<file path="config.mk">
export PLATFORM = sky130hd
export DESIGN_NAME = adc_seq_ctrl
export DESIGN_NICKNAME = d
export VERILOG_FILES = /design/src/rtl/adc_seq_pkg.sv /design/src/rtl/adc_edge_det.sv /design/src/rtl/adc_sar_step.sv /design/src/rtl/adc_cal_len.sv /design/src/rtl/adc_out_coder.sv /design/src/rtl/adc_seq_ctrl.sv
export SDC_FILE = /design/constraint.sdc
export NUM_CORES = 1
export LEC_CHECK = 0
export ABC_AREA = 1
export BUFFER_PORTS_ARGS = -buffer_cell sky130_fd_sc_hd__buf_2
export CAP_MARGIN = 30
export CORE_MARGIN = 2
export CORE_UTILIZATION = 26
export DETAILED_ROUTE_END_ITERATION = 7
export GPL_ROUTABILITY_DRIVEN = 0
export PLACE_DENSITY = 0.44
export REMOVE_ABC_BUFFERS = 1
export SLEW_MARGIN = 20
export SYNTH_ARGS = -nofsm -noshare
export SYNTH_HDL_FRONTEND = slang
export SYNTH_SLANG_ARGS = --single-unit
export TNS_END_PERCENT = 10
</file>
<file path="constraint.sdc">
create_clock -name clk -period 4.29 [get_ports clk]
set_input_delay 0 -clock clk [delete_from_list [all_inputs] [get_ports clk]]
set_output_delay 0 -clock clk [all_outputs]
set_load 0.005 [all_outputs]
</file>
<file path="src/rtl/adc_seq_pkg.sv">
package adc_seq_pkg;

    typedef enum logic [2:0] {
        ST_IDLE    = 3'd0,
        ST_CONV    = 3'd1,
        ST_CAL_DLY = 3'd2,
        ST_CAL_RUN = 3'd3,
        ST_SLEEP   = 3'd4
    } seq_state_e;

    typedef enum logic [1:0] {
        CALM_FULL  = 2'b00,
        CALM_DACFS = 2'b01,
        CALM_OFS   = 2'b10,
        CALM_ALT   = 2'b11
    } cal_mode_e;

    localparam int CAL_LEAD_CLKS = 2;

endpackage

</file>
<file path="src/rtl/adc_edge_det.sv">
module adc_edge_det #(
    parameter int           W       = 2,
    parameter logic [W-1:0] RST_VAL = '0
) (
    input  logic         clk,
    input  logic         rst_n,
    input  logic [W-1:0] sig,
    output logic [W-1:0] rise
);
    logic [W-1:0] prev_q;

    for (genvar i = 0; i < W; i++) begin : g_bit
        always_ff @(posedge clk or negedge rst_n) begin
            if (!rst_n) prev_q[i] <= RST_VAL[i];
            else        prev_q[i] <= sig[i];
        end
        assign rise[i] = sig[i] & ~prev_q[i];
    end
endmodule

</file>
<file path="src/rtl/adc_sar_step.sv">
module adc_sar_step #(
    parameter int W     = 12,
    parameter int IDX_W = $clog2(W)
) (
    input  logic [W-1:0]     trial,
    input  logic             en,
    input  logic [IDX_W-1:0] idx,
    input  logic             cmp,
    output logic [W-1:0]     nxt
);
    for (genvar b = 0; b < W; b++) begin : g_bit
        if (b < W - 1) begin : g_mid
            always_comb begin
                nxt[b] = trial[b];
                if (en && int'(idx) == W - 1 - b)      nxt[b] = trial[b] & cmp;
                else if (en && int'(idx) == W - 2 - b) nxt[b] = 1'b1;
            end
        end else begin : g_top
            always_comb begin
                nxt[b] = trial[b];
                if (en && int'(idx) == 0) nxt[b] = trial[b] & cmp;
            end
        end
    end
endmodule

</file>
<file path="src/rtl/adc_cal_len.sv">
module adc_cal_len
    import adc_seq_pkg::*;
#(
    parameter int CNT_W         = 17,
    parameter int CAL_FULL_CLKS = 125013,
    parameter int CAL_DAC_CLKS  = 111114,
    parameter int CAL_OFS_CLKS  = 13899
) (
    input  logic [1:0]       mode,
    output logic [CNT_W-1:0] len
);
    always_comb begin
        unique case (cal_mode_e'(mode))
            CALM_DACFS: len = CNT_W'(CAL_DAC_CLKS);
            CALM_OFS:   len = CNT_W'(CAL_OFS_CLKS);
            default:    len = CNT_W'(CAL_FULL_CLKS);
        endcase
    end
endmodule

</file>
<file path="src/rtl/adc_out_coder.sv">
module adc_out_coder #(
    parameter int W = 12
) (
    input  logic [W-1:0] code,
    input  logic         bip,
    output logic [W-1:0] coded
);
    always_comb begin
        coded = code;
        if (bip) coded[W-1] = ~code[W-1];
    end
endmodule

</file>
<file path="src/rtl/adc_seq_ctrl.sv">
module adc_seq_ctrl
    import adc_seq_pkg::*;
#(
    parameter int RES_W         = 12,
    parameter int CONV_CLKS     = 18,
    parameter int CAL_FULL_CLKS = 125013,
    parameter int CAL_DAC_CLKS  = 111114,
    parameter int CAL_OFS_CLKS  = 13899
) (
    input  logic             clk,
    input  logic             rst_n,
    input  logic             conv_start,
    input  logic             cal_n,
    input  logic             sleep_n,
    input  logic             range_bip,
    input  logic [1:0]       cal_mode,
    input  logic             cmp_hi,
    output logic [RES_W-1:0] dac_code,
    output logic             hold,
    output logic             busy,
    output logic [RES_W-1:0] data_out,
    output logic [RES_W-1:0] cal_word,
    output logic             powered_down
);
    localparam int MAX_AB   = (CAL_FULL_CLKS > CAL_DAC_CLKS) ? CAL_FULL_CLKS : CAL_DAC_CLKS;
    localparam int MAX_ABC  = (MAX_AB > CAL_OFS_CLKS) ? MAX_AB : CAL_OFS_CLKS;
    localparam int MAX_CLKS = (MAX_ABC > CONV_CLKS) ? MAX_ABC : CONV_CLKS;
    localparam int CNT_W    = $clog2(MAX_CLKS + 1);
    localparam int IDX_W    = $clog2(RES_W);
    localparam logic [CNT_W-1:0] RES_W_C    = CNT_W'(RES_W);
    localparam logic [CNT_W-1:0] CONV_END   = CNT_W'(CONV_CLKS - 1);
    localparam logic [CNT_W-1:0] LEAD_END   = CNT_W'(CAL_LEAD_CLKS - 1);
    localparam logic [RES_W-1:0] MSB_ONE    = {1'b1, {(RES_W-1){1'b0}}};

    typedef struct packed {
        seq_state_e       st;
        logic [CNT_W-1:0] cnt;
        logic [CNT_W-1:0] len;
        logic [RES_W-1:0] trial;
        logic [RES_W-1:0] data;
        logic [RES_W-1:0] calw;
        logic             bip;
    } seq_regs_t;

    seq_regs_t d, q;

    logic [1:0]       rise;
    logic             conv_rise, cal_rise;
    logic [CNT_W-1:0] mode_len;
    logic [CNT_W-1:0] cal_off;
    logic             sar_en;
    logic [IDX_W-1:0] sar_idx;
    logic [RES_W-1:0] sar_nxt;
    logic [RES_W-1:0] coded;

    adc_edge_det #(.W(2), .RST_VAL(2'b10)) u_edge (
        .clk  (clk),
        .rst_n(rst_n),
        .sig  ({cal_n, conv_start}),
        .rise (rise)
    );
    assign conv_rise = rise[0];
    assign cal_rise  = rise[1];

    adc_cal_len #(
        .CNT_W        (CNT_W),
        .CAL_FULL_CLKS(CAL_FULL_CLKS),
        .CAL_DAC_CLKS (CAL_DAC_CLKS),
        .CAL_OFS_CLKS (CAL_OFS_CLKS)
    ) u_len (
        .mode(cal_mode),
        .len (mode_len)
    );

    adc_sar_step #(.W(RES_W), .IDX_W(IDX_W)) u_sar (
        .trial(q.trial),
        .en   (sar_en),
        .idx  (sar_idx),
        .cmp  (cmp_hi),
        .nxt  (sar_nxt)
    );

    adc_out_coder #(.W(RES_W)) u_code (
        .code (q.trial),
        .bip  (q.bip),
        .coded(coded)
    );

    // Which search step applies in the current cycle
    assign cal_off = q.cnt - (q.len - RES_W_C);
    always_comb begin
        sar_en  = 1'b0;
        sar_idx = '0;
        if (q.st == ST_CONV && q.cnt < RES_W_C) begin
            sar_en  = 1'b1;
            sar_idx = q.cnt[IDX_W-1:0];
        end else if (q.st == ST_CAL_RUN && q.cnt >= q.len - RES_W_C) begin
            sar_en  = 1'b1;
            sar_idx = cal_off[IDX_W-1:0];
        end
    end

    // Next-state process
    always_comb begin
        d = q;
        unique case (q.st)
            ST_IDLE: begin
                if (!sleep_n) begin
                    d.st = ST_SLEEP;
                end else if (conv_rise) begin
                    d.st    = ST_CONV;
                    d.cnt   = '0;
                    d.trial = MSB_ONE;
                    d.bip   = range_bip;
                end
            end
            ST_SLEEP: begin
                if (sleep_n) d.st = ST_IDLE;
            end
            ST_CONV: begin
                d.trial = sar_nxt;
                if (q.cnt == CONV_END) begin
                    d.st   = ST_IDLE;
                    d.data = coded;
                    d.cnt  = '0;
                end else begin
                    d.cnt = q.cnt + 1'b1;
                end
            end
            ST_CAL_DLY: begin
                if (q.cnt == LEAD_END) begin
                    d.st    = ST_CAL_RUN;
                    d.cnt   = '0;
                    d.trial = MSB_ONE;
                end else begin
                    d.cnt = q.cnt + 1'b1;
                end
            end
            ST_CAL_RUN: begin
                d.trial = sar_nxt;
                if (q.cnt == q.len - 1'b1) begin
                    d.st   = ST_IDLE;
                    d.calw = sar_nxt;
                    d.cnt  = '0;
                end else begin
                    d.cnt = q.cnt + 1'b1;
                end
            end
            default: d.st = ST_IDLE;
        endcase

        // Calibration control overrides every other operation
        if (!cal_n) begin
            d.st  = ST_IDLE;
            d.cnt = '0;
        end else if (cal_rise) begin
            d.st  = ST_CAL_DLY;
            d.cnt = '0;
            d.len = mode_len;
        end
    end

    always_ff @(posedge clk or negedge rst_n) begin
        if (!rst_n) begin
            q.st    <= ST_IDLE;
            q.cnt   <= '0;
            q.len   <= '0;
            q.trial <= '0;
            q.data  <= '0;
            q.calw  <= '0;
            q.bip   <= 1'b0;
        end else begin
            q <= d;
        end
    end

    assign dac_code     = q.trial;
    assign hold         = (q.st == ST_CONV);
    assign busy         = (q.st == ST_CONV) || (q.st == ST_CAL_RUN);
    assign data_out     = q.data;
    assign cal_word     = q.calw;
    assign powered_down = (q.st == ST_SLEEP);

    AST_START_RAISES_BUSY: assert property (@(posedge clk) disable iff (!rst_n)
        (q.st == ST_IDLE && conv_rise && cal_n && !cal_rise && sleep_n) |=> (busy && hold));
    AST_RESULT_FROZEN: assert property (@(posedge clk) disable iff (!rst_n)
        (busy && $past(busy)) |-> $stable(data_out));
    AST_RESTART_IGNORED: assert property (@(posedge clk) disable iff (!rst_n)
        (hold && conv_rise && cal_n && q.cnt != CONV_END) |=> hold);
    AST_CAL_LOW_CLEARS: assert property (@(posedge clk) disable iff (!rst_n)
        !cal_n |=> (!busy && !hold && !powered_down));
    AST_CAL_LEAD_QUIET: assert property (@(posedge clk) disable iff (!rst_n)
        cal_rise |=> !busy);
    AST_SLEEP_EXCLUSIVE: assert property (@(posedge clk) disable iff (!rst_n)
        powered_down |-> !busy);
    AST_SLEEP_KEEPS_STATE: assert property (@(posedge clk) disable iff (!rst_n)
        (powered_down && $past(powered_down)) |-> ($stable(cal_word) && $stable(data_out)));
endmodule

</file>
; ---- Word level (Yosys, flattened, before mapping)
; Index checks and enable logic that the tools add are counted.
[totals]
regBits = 76
out_inout_bits = 39
inputBits = 9
word_cells = 136
[classes]
eq_ne = 31
n_mux = 47
addsub = 4
n_reduce_logical = 26
bitwise = 17
magnitude_cmp = 2
[op_table]
columns = op, n
row1 = $mux 17, 4
row2 = $pmux 17 s4, 1
row3 = $mux 20, 2
row4 = $mux 37, 1
row5 = $mux 12, 3
row6 = $pmux 12 s3, 1
row7 = $pmux 17 s2, 1
row8 = $eq 4x4->1 const B, 8
row9 = $mux 1, 26
row10 = $add 17x1->17 const B, 1
row11 = $eq 17x1->1 const B, 1
row12 = $eq 17x17->1, 1
row13 = $eq 17x5->1 const B, 1
row14 = $ge 17x17->1, 1
row15 = $lt 17x4->1 const B, 1
row16 = $sub 17x1->17 const B, 1
row17 = $sub 17x4->17 const B, 1
row18 = $ne 4x4->1 const B, 4
row19 = $mux 3, 5
row20 = $pmux 3 s5, 1
row21 = $and 1x1->1, 14
row22 = $logic_and 1x1->1, 14
row23 = $eq 4x3->1 const B, 2
row24 = $mux 4, 2
row25 = other kinds (22), 30

; ---- Logic depth before layout (Yosys ltp)
; Gate-level depths: netlist of the first run.
[depth]
depth_word = 10
mapped_depth = 24
ltp_nobuf = 23

; ---- Hierarchy
; A second synthesis of the first run with hierarchy kept.
[hier_totals]
hier_cells = 768
hier_area_um2 = 5670.4
[modules_own_cells]
columns = mod, cells_per_inst, instances, seq_area_each_um2, area_per_inst_um2
row1 = adc_seq_ctrl, 649, 1, 1851.8, 5023.6
row2 = adc_sar_step, 75, 1, 0.0, 320.3
row3 = adc_cal_len, 22, 1, 0.0, 153.9
row4 = adc_out_coder, 16, 1, 0.0, 101.3
row5 = adc_edge_det, 6, 1, 51.3, 71.3

; ---- Worst setup path before layout of the first run
; No wires, ideal clock.
[synth_timing]
path_type = flip-flop to flip-flop
startpoint = register q[49] (netlist name)
endpoint = register q (netlist bit cal_word[0])
required_time_ns = 4.170
path_stages_with_launch = 22
n_path_buf = 0
arrival_ns = 2.935
setup_ns = 0.120
period_less_slack_ns = 3.056
slack_ns = 1.234
cell_sequence = dfrtp_1 inv_1 ha_1 inv_1 nor2_2 nand3_1 nand2_1 xor2_1 ha_1 nand2_1 nor2_1 inv_1 nor3_1 nand2_1 nand3_1 nand3_1 nand2_1 nand2_2 inv_2 o211ai_1 nand3_1 nand2_1
[synth_via]
elab_chain_len = 9
word_cells_on_any_way = 16
classes_between = add/sub (2) / order compare (1) / eq/ne (3) / mux (6) / reduce/logical (4)
[synth_rtl]
columns = item, line_no
row1 = from (decl), adc_seq_ctrl.sv:45  ; seq_regs_t d, q;
row2 = $sub 17x4->17, adc_seq_ctrl.sv:97  ; end else if (q.st == ST_CAL_RUN && q.cnt >= q.len - RES_W_C) begin
row3 = $ge 17x17->1, adc_seq_ctrl.sv:97
row4 = $logic_and 1x1->1, adc_seq_ctrl.sv:97
row5 = $mux 4, adc_seq_ctrl.sv:97
row6 = $mux 4, adc_seq_ctrl.sv:94  ; if (q.st == ST_CONV && q.cnt < RES_W_C) begin
row7 = $eq 4x4->1, adc_sar_step.sv:16  ; else if (en && int'(idx) == W - 2 - b) nxt[b] = 1'b1;
row8 = $logic_and 1x1->1, adc_sar_step.sv:16
row9 = $mux 1, adc_sar_step.sv:16
row10 = $mux 1, adc_sar_step.sv:15  ; if (en && int'(idx) == W - 1 - b) nxt[b] = trial[b] & cmp;
; Several ways; a longest one is shown, not always the timed one.
; A chain may end at the register's enable or synchronous reset.

; ---- Worst setup path in the final report of the first run
[layout_timing]
startpoint = register q[49] (netlist name)
endpoint = register dac_code[1] (netlist name)
[layout_via]
elab_chain_len = 10
word_cells_on_any_way = 14
classes_between = add/sub (1) / order compare (1) / eq/ne (2) / mux (7) / reduce/logical (3)
[layout_rtl]
columns = item, line_no
row1 = $sub 17x4->17 *, adc_seq_ctrl.sv:97
row2 = $ge 17x17->1 *, adc_seq_ctrl.sv:97
row3 = $logic_and 1x1->1 *, adc_seq_ctrl.sv:97
row4 = $mux 4, adc_seq_ctrl.sv:97
row5 = $mux 4, adc_seq_ctrl.sv:94
row6 = $eq 4x4->1, adc_sar_step.sv:16
row7 = $logic_and 1x1->1, adc_sar_step.sv:16
row8 = $mux 1, adc_sar_step.sv:16
row9 = $mux 1 *, adc_sar_step.sv:15
row10 = $pmux 12 s3 *, adc_seq_ctrl.sv:106  ; unique case (q.st)
; Every way passes the cells marked *; elsewhere a longest branch is shown, timed or not.

==> out/metrics.yaml, run 1 <==
outcome: "finished, final reports clean"
clock-root-buffer: "clkbuf_16"
setup.worst_path.start: "q[49]"
dpl_wire_length_um: 10400
placementRows: 50
yosys_warnings: 0
final_max_slew_viol_count: 0
layout_min_cycle_time_ps: 3720
clock_buffer_count_from_cts: 9
synth.cells.most_frequent: "nand2_1 (155), inv_1 (65), dfrtp_1 (64)"
reg2reg_slack_ps: 570
worst_ir_drop_on_vdd_v: 0.000177
synth_most_common_cell: "nand2_1"
antenna_found_initial: 0
initial_utilization: 0.267
cp.depth: 21
ff2ff_path_depth: 21
clkLatencyLatePin_ps: 350
top_level_ports: 48
crit_buf_inv: 4
rr_endpoint: "dac_code[1]"
layout.cell_area.non_filler_um2: 5640
critical_path.startpoint_type: "flip-flop"
cell_leakage_power_nw: 2.56
critical_path.most_common_cell: "nand3_1"
fin_worst_skew_ps: 14.9
cp_top_delay_family: "simple AND/OR/NAND/NOR gates"
dominantRegCellSynth: "dfrtp_1"
port_buffers: 47
worstSetupPathType: "reg -> reg"
drt_iter0_drc: 406
first_global_vias: 4213
max_stage_delay_ps: 470
post-cts-setup-buffer-count: 0
syn_area_per_cell_um2: 7.59
synth-async-reset-ratio: 1.00
clk_pin_slew_worst_paths_ps: 60
critical_path.endpoint: "dac_code[1]"
grt.total_usage: 0.139
grt_max_degree: 34
core_area_um2: 18800
cp_max_fo: 12
synth.area.top_cells: "dfrtp_1 (32%), nand2_1 (12%), ha_1 (7.7%)"
worstPathCellList: "inv_1, ha_1, inv_1, nor2_2, nand3_1, nand2_1, xor2_1, ha_1, nand2_1, nor2_1, inv_1, nor3_1, nand2_1, nand3_1, nand3_1, nand2_1, nand2_2, inv_2, nand3_1, nand3_1, o21ai_1"
fin_hold_ws_ps: 21.6
nets: 724
firstDrtPassIters: 5
drc_violations: 0
totalWireLength_um: 13400
timing.max_cap.violations: 0
netlist_instances: 662
placement.cell_area_um2: 5270
syn_to_final_growth_pct: 12.1
die-area_um2: 20500
die_y_um: 143
drt-wirelength-per-cell_um: 14.1
synth_seq_cells: 65
synth_cell_type_count: 46
critical_path.endpoint_type: "flip-flop"
finalHoldViolCount: 0
min-delay-path-class: "in -> reg"
route.antenna.remaining_nets: 0
overall_via_count_from_detail_route: 4345
ctsHtreeMaxLevel: 3
layoutNonFillerInstCount: 948
cts.repair.resized: 0
setup_viol: 0
synthDominantCellAreaShare: 0.319
leftover_overflow_at_the_end_of_global_routing: 0
tightest_slew_ps: 779
placedCellCount: 926
layout-drive-gt1-share: 0.182
tcrit_tclk_final: 0.867
syn-cell-area_um2: 5030
via_per_inst: 4.58
achievable-frequency_mhz: 269
num_antenna_cells: 0
finish.utilization: 0.299
buffers_from_clock_root_to_sink_at_most: 2
cp.required_ps: 4510
tns_ps: 0
tritoncts_clock_tree: "done"
chipWidth_um: 143
slowest_stage: "dfrtp_1"
worstReg2RegStart: "q[49]"
timing.critical_path.arrival_ps: 3940
pwr_density_cell_nw_per_um2: 321
cts.sinks: 65
rsz0062_at_grt: "false"
synth.yosys.seq_area_share: 0.324
grt_first_pass_wirelength_um: 22100
synth.largest_area_cell: "dfrtp_1"
synth-edff-count: 0
worst_max_slew_margin_expressed_relative_to_the_limit: 0.480
-- timing repair --
action                                 4_1_cts  5_1_grt
hold buffers                                 6        0
setup endpoints to repair                    0        0
endpoints found under the hold margin       37        0
-- state kept, by name (all words and copies together), names as in the netlist --
name and count:
cal_word 12, dac_code 12, data_out 12, q 27, u_edge.prev_q 2
-- report_power, final --
part	switching [mW]	internal [mW]	leakage, nW
Combinational	0.265	0.128	1.59
Sequential	0.0199	0.628	0.815
Clock	0.315	0.455	0.150
Total	0.600	1.21	2.56
-- logic make-up after synthesis --
kind of cell / after synthesis / share of synthesized area
compound gates: 94 / 0.113
xor+xnor: 32 / 0.0558
fa+ha+maj: 32 / 0.0812
buf+inv: 120 / 0.123
flops: 65 / 0.324
mux: 3 / 0.00672
simple gates: 316 / 0.297
-- how the worst min path moves through the flow --
stage,from,to,slack [ps],cells past startpoint
detailed placement,rst_n,q[69],120,1
finish,cal_mode[1],q[47],20,4
global placement,rst_n,q[69],110,1
global route,cal_mode[1],q[52],50,3
floorplan,rst_n,cal_word[0],-300,0
CTS,cal_mode[1],q[47],20,4
-- cell usage in the layout, fill, tap and decap left out, types with 4 or more instances in the layout --
cell type        n
a21oi_1         12
buf_2           47
buf_4            4
clkbuf_16        9
clkinv_4         4
dfrtp_1         64
dlygate4sd3_1    6
ha_1            31
inv_1           65
inv_2            7
nand2_1        155
nand2_2          7
nand3_1         54
nand4_1          8
nor2_1          50
nor2_4           6
nor3_1           8
nor3_2           4
o21ai_0         46
o21ai_1         12
o21ai_2         13
xnor2_1          4
xor2_1          28
-- worst register-to-register path: cells and delay by family (launching register included) --
family | cells | cell delay, ps
AND/OR/NAND/NOR | 13 | 1690
flip-flops | 1 | 470
adder cells (fa/ha/maj) | 2 | 620
AO/OA/AOI/OAI | 1 | 60
XOR/XNOR | 1 | 70
buffers and inverters | 4 | 670
-- per-stage QoR --
stage / worst slack, ps / power, mW
floorplan: 1220 / 0.935
global placement: 749 / 1.05
detailed placement: 647 / 1.05
CTS: 629 / 1.84
global route: 256 / 1.92
finish: 572 / 1.81
-- cell type report --
type / count / area (um^2)
fillers: 2050 / 13200
multi-input cells: 477 / 2780
clock inverters: 7 / 78.8
clock buffers: 9 / 225
flip-flops and latches: 65 / 1630
repair buffers: 57 / 325
well taps: 260 / 325
inverters: 73 / 274
-- metal layers --
metal  vias to the layer above  global-route usage  part of all wire
met5                         -                   0                 0
met4                         0              0.0485             0.016
met3                        14              0.0255             0.049
met2                       113               0.218              0.45
met1                      2059               0.191              0.48
li1                       2159                   -                 -
Note: power is estimated with default switching activity, not from simulation.
==> inputs of run 2 (changes only) <==
--- a/config.mk
+++ b/config.mk
@@ -10,9 +10,11 @@
 export CAP_MARGIN = 30
 export CORE_MARGIN = 2
 export CORE_UTILIZATION = 26
+export CTS_CLUSTER_DIAMETER = 40
 export DETAILED_ROUTE_END_ITERATION = 7
 export GPL_ROUTABILITY_DRIVEN = 0
 export PLACE_DENSITY = 0.44
+export RECOVER_POWER = 100
 export REMOVE_ABC_BUFFERS = 1
 export SLEW_MARGIN = 20
 export SYNTH_ARGS = -nofsm -noshare
==> out/metrics.yaml, run 2 (synthesis results as in run 1) <==
top_level_ports: 48
placement.cell_area_um2: 5270
critical_path.startpoint_type: "flip-flop"
setup.worst_path.start: "q[49]"
clkLatencyLatePin_ps: 350
critical_path.endpoint_type: "flip-flop"
min-delay-path-class: "in -> reg"
achievable-frequency_mhz: 264
clock_buffer_count_from_cts: 9
cts.sinks: 65
cts.repair.resized: 0
core_area_um2: 18800
layout.cells.most_common_list: "nand2_1 (159), inv_1 (65), dfrtp_1 (64)"
first_global_vias: 4213
pwr_density_cell_nw_per_um2: 326
port_buffers: 47
timing.critical_path.arrival_ps: 4020
max_stage_delay_ps: 470
clock-root-buffer: "clkbuf_16"
cp.required_ps: 4520
tritoncts_clock_tree: "done"
route.antenna.remaining_nets: 0
share_comb_of_total_power: 0.212
design_power_total_mw: 1.80
worstReg2RegStart: "q[49]"
p_seq_frac: 0.360
timing.max_cap.violations: 2
violations_in_the_final_reports: "capacitance limit, slew limit"
initial_utilization: 0.267
cp_max_fo: 12
tcrit_tclk_final: 0.884
rsz0062_at_grt: "false"
die-area_um2: 20500
grt.total_usage: 0.139
overall_via_count_from_detail_route: 4337
via_per_inst: 4.57
grt_max_degree: 34
die_y_um: 143
ff2ff_path_depth: 21
buffers_from_clock_root_to_sink_at_most: 2
power.share.switching: 0.331
clk_pin_slew_worst_paths_ps: 60
worst_max_slew_margin_expressed_relative_to_the_limit: -0.313
leftover_overflow_at_the_end_of_global_routing: 0
layoutNonFillerInstCount: 948
drt_iter0_drc: 326
hold-path-cell-count: 4
commonest_non_fill_non_tap_cell_in_the_layout: "nand2_1"
antenna_found_initial: 0
worstPathCellList: "inv_1, ha_1, inv_1, nor2_2, nand3_1, nand2_1, xor2_1, ha_1, nand2_1, nor2_1, inv_1, nor3_1, nand2_1, nand3_1, nand2_1, nand2_1, nand3_1, clkinv_1, nand3_1, nand3_1, nand2_1"
sequential_cell_area_um2: 1630
clock_power_share: 0.428
layout_min_cycle_time_ps: 3790
worstSetupPathType: "reg -> reg"
hp-start: "cal_mode[1]"
chipWidth_um: 143
rr_endpoint: "cal_word[8]"
worstHoldEndpoint: "q[47]"
cell_leakage_power_nw: 2.43
final_max_slew_viol_count: 68
nets: 724
num-fill-cells: 2086
critical_path.most_common_cell: "nand2_1"
drt-wirelength-per-cell_um: 14.2
largest_register_ff_count: 27
slowest_stage: "dfrtp_1"
grt_first_pass_wirelength_um: 22100
multi_input_area_um2: 2720
placementRows: 50
tns_ps: 0
hold_buffers: 6
layout.cell_area.non_filler_um2: 5530
power_report.internal_total_mw: 1.21
largest-register: "q"
finalHoldViolCount: 0
outcome: "complete, but fails checks"
fin_worst_skew_ps: 16.0
drc_violations: 0
post-cts-setup-buffer-count: 0
tightest_slew_ps: 1970
setup_viol: 0
worst_ir_drop_on_vdd_v: 0.000179
finish.utilization: 0.294
num_antenna_cells: 0
placedCellCount: 926
dpl_wire_length_um: 10400
switchingPower_mw: 0.596
syn_to_final_growth_pct: 10.0
totalWireLength_um: 13400
reg2reg_slack_ps: 500
layout-drive-gt1-share: 0.112
firstDrtPassIters: 6
ctsHtreeMaxLevel: 3
run 2: cell count changes in the layout (fill, tap and decap cells not counted), moves of 3 or more:
cell	delta
buf_2	-34
clkbuf_1	+35
nand2_1	+4
nand2_2	-3
o21ai_0	+9
o21ai_1	-4
o21ai_2	-5
run 2: stage by stage:
stage / worst slack, ps / hold WS (ps)
floorplan: 1220 / -296
global placement: 749 / 112
detailed placement: 647 / 120
CTS: 629 / 15.5
global route: 140 / 46.1
finish: 497 / 20.9
run 2: critical path: cells and delay by family, from the launching register on:
family	cells	cell delay [ps]
AND/OR/NAND/NOR	14	1800
buffers and inverters	4	710
adder cells (fa/ha/maj)	2	620
flip-flops	1	470
XOR/XNOR	1	70
run 2: worst max path at each step:
stage / slack (ps) / cells past startpoint / to
floorplan: 1220 / 21 / cal_word[0]
global placement: 750 / 21 / dac_code[2]
detailed placement: 650 / 21 / cal_word[0]
CTS: 630 / 21 / dac_code[0]
global route: 140 / 21 / dac_code[4]
finish: 500 / 21 / cal_word[8]
run 2: area by class of cell:
type | count | share of cell area
Timing Repair Buffer | 57 | 0.0505
Tap cell | 260 | 0.0588
Inverter | 73 | 0.0495
Clock inverter | 7 | 0.0143
Sequential cell | 65 | 0.294
Multi-Input combinational cell | 477 | 0.492
Clock buffer | 9 | 0.0407
run 2: per-layer routing:
metal,part of all wire,global-route usage,wire (um)
met3,0.049,0.0255,664
met2,0.44,0.218,5980
met4,0.017,0.0485,235
met1,0.49,0.191,6560
met5,0,0,0
run 2: power by group through the flow:
stage	clock network (mW)	logic [mW]	registers, mW
after floorplan	0	0.277	0.658
after global placement	0	0.387	0.659
after detailed placement	0	0.387	0.659
after CTS	0.795	0.394	0.648
after global routing	0.818	0.436	0.650
final	0.772	0.382	0.648
==> inputs of run 3 (changes only) <==
--- a/config.mk
+++ b/config.mk
@@ -13,6 +13,7 @@
 export CTS_CLUSTER_DIAMETER = 40
 export DETAILED_ROUTE_END_ITERATION = 7
 export GPL_ROUTABILITY_DRIVEN = 0
+export MAX_ROUTING_LAYER = met4
 export PLACE_DENSITY = 0.44
 export RECOVER_POWER = 100
 export REMOVE_ABC_BUFFERS = 1
==> out/metrics.yaml, run 3 (synthesis results as in run 1) <==
outcome: "complete, but fails checks"
violations_in_the_final_reports: "capacitance limit, slew limit"
grt.total_usage: 0.143
antenna_found_initial: 0
design_power_total_mw: 1.80
num_antenna_cells: 0
worstReg2RegStart: "q[49]"
overall_via_count_from_detail_route: 4315
hold-path-cell-count: 4
critical_path.startpoint_type: "flip-flop"
critical_path.most_common_cell: "nand2_1"
clk_pin_slew_worst_paths_ps: 60
chipWidth_um: 143
fin_worst_skew_ps: 12.1
setup_viol: 0
totalWireLength_um: 13400
clkLatencyLatePin_ps: 350
global_routing_met3_resource_utilization: 0.0225
layout_min_cycle_time_ps: 3800
top_level_ports: 48
min-delay-path-class: "in -> reg"
initial_utilization: 0.267
slowest_stage: "dfrtp_1"
rsz0062_at_grt: "false"
syn_to_final_growth_pct: 10.0
share_comb_of_total_power: 0.212
rr_endpoint: "cal_word[8]"
ctsHtreeMaxLevel: 3
global_route.peak_usage_layer: "met2"
worstSetupPathType: "reg -> reg"
worstPathCellList: "inv_1, ha_1, inv_1, nor2_2, nand3_1, nand2_1, xor2_1, ha_1, nand2_1, nor2_1, inv_1, nor3_1, nand2_1, nand3_1, nand2_1, nand2_1, nand3_1, clkinv_1, nand3_1, nand3_1, nand2_1"
nets: 724
setup.worst_path.start: "q[49]"
drt_iter0_drc: 349
grt_use_met1: 0.191
worstHoldEndpoint: "q[47]"
leftover_overflow_at_the_end_of_global_routing: 0
via_per_inst: 4.55
drc_violations: 0
finalHoldViolCount: 0
die-area_um2: 20500
buffers_from_clock_root_to_sink_at_most: 2
switchingPower_mw: 0.596
crit_buf_inv: 4
cp.depth: 21
drt-wirelength-per-cell_um: 14.2
power_report.internal_total_mw: 1.21
cp.required_ps: 4520
cts.sinks: 65
finish.utilization: 0.294
achievable-frequency_mhz: 263
ff2ff_path_depth: 21
cp_top_delay_family: "simple AND/OR/NAND/NOR gates"
cp_max_fo: 12
p_seq_frac: 0.360
worst_ir_drop_on_vdd_v: 0.000180
grt_max_degree: 34
die_y_um: 143
worst_max_slew_margin_expressed_relative_to_the_limit: -0.285
layout.cells.most_common_list: "nand2_1 (159), inv_1 (65), dfrtp_1 (64)"
first_global_vias: 4204
grt_util_met2: 0.218
num-fill-cells: 2086
tritoncts_clock_tree: "done"
reg2reg_slack_ps: 490
tns_ps: 0
largest-register: "q"
max_stage_delay_ps: 480
clock_power_share: 0.428
hp-start: "cal_mode[1]"
largest_register_ff_count: 27
timing.critical_path.arrival_ps: 4030
placementRows: 50
port_buffers: 47
commonest_non_fill_non_tap_cell_in_the_layout: "nand2_1"
pwr_density_cell_nw_per_um2: 326
cell_leakage_power_nw: 2.43
dpl_wire_length_um: 10400
firstDrtPassIters: 5
tcrit_tclk_final: 0.887
power.share.switching: 0.331
layout-drive-gt1-share: 0.112
grt_first_pass_wirelength_um: 22100
critical_path.endpoint_type: "flip-flop"
clock_buffer_count_from_cts: 9
timing.max_cap.violations: 2
route.antenna.remaining_nets: 0
tightest_slew_ps: 1930
clock-root-buffer: "clkbuf_16"
core_area_um2: 18800
cts.repair.resized: 0
final_max_slew_viol_count: 68
==> run 3: cell counts in the layout (fill, tap and decap cells not counted) <==
Identical to the previous run, type by type.
==> run 3: power by group through the flow <==
stage / clock network (mW) / logic (mW) / registers, mW
after floorplan: 0 / 0.277 / 0.658
after global placement: 0 / 0.387 / 0.659
after detailed placement: 0 / 0.387 / 0.659
after CTS: 0.795 / 0.394 / 0.648
after global routing: 0.820 / 0.437 / 0.650
final: 0.772 / 0.382 / 0.648
==> run 3: worst max path at each step <==
stage | to | slack, ps
after floorplan | cal_word[0] | 1220
after global placement | dac_code[2] | 750
after detailed placement | cal_word[0] | 650
after CTS | dac_code[0] | 630
after global routing | dac_code[4] | 140
final | cal_word[8] | 490
==> run 3: metal layers <==
| metal | vias to the layer above | wire (um) | part of all wire |
|---|---|---|---|
| met3 | 21 | 679 | 0.051 |
| met1 | 2035 | 6530 | 0.49 |
| li1 | 2151 | - | - |
| met5 | - | 0 | 0 |
| met4 | 0 | 297 | 0.022 |
| met2 | 108 | 5940 | 0.44 |
==> run 3: worst reg2reg max path: cells and delay by family (launching register included) <==
kind	cells	cell delay, ps
XOR/XNOR	1	70
adder cells (fa/ha/maj)	2	630
buffers and inverters	4	730
flip-flops	1	480
AND/OR/NAND/NOR	14	1790
==> run 3: per-stage QoR <==
stage                     hold slack, ps  instance area (um^2)  std cells  setup slack, ps
after global routing                46.3                  5530        948              139
after floorplan                     -296                  4680        615             1220
final                               19.3                  5530        948              486
after global placement               112                  5270        926              749
after CTS                           15.5                  5640        948              629
after detailed placement             120                  5270        926              647
==> run 3: cell type report <==
type / instances / area [um^2] / share of cell area
sequential: 65 / 1630 / 0.294
timing repair buffer: 57 / 279 / 0.0505
clock inverter: 7 / 78.8 / 0.0143
clock buffer: 9 / 225 / 0.0407
multi-input combinational: 477 / 2720 / 0.492
inverter: 73 / 274 / 0.0495
tap: 260 / 325 / 0.0588
==> run 3: repair_timing <==
action	CTS	global route
setup buffers	0	0
endpoints found under the hold margin	37	0
hold buffers	6	0
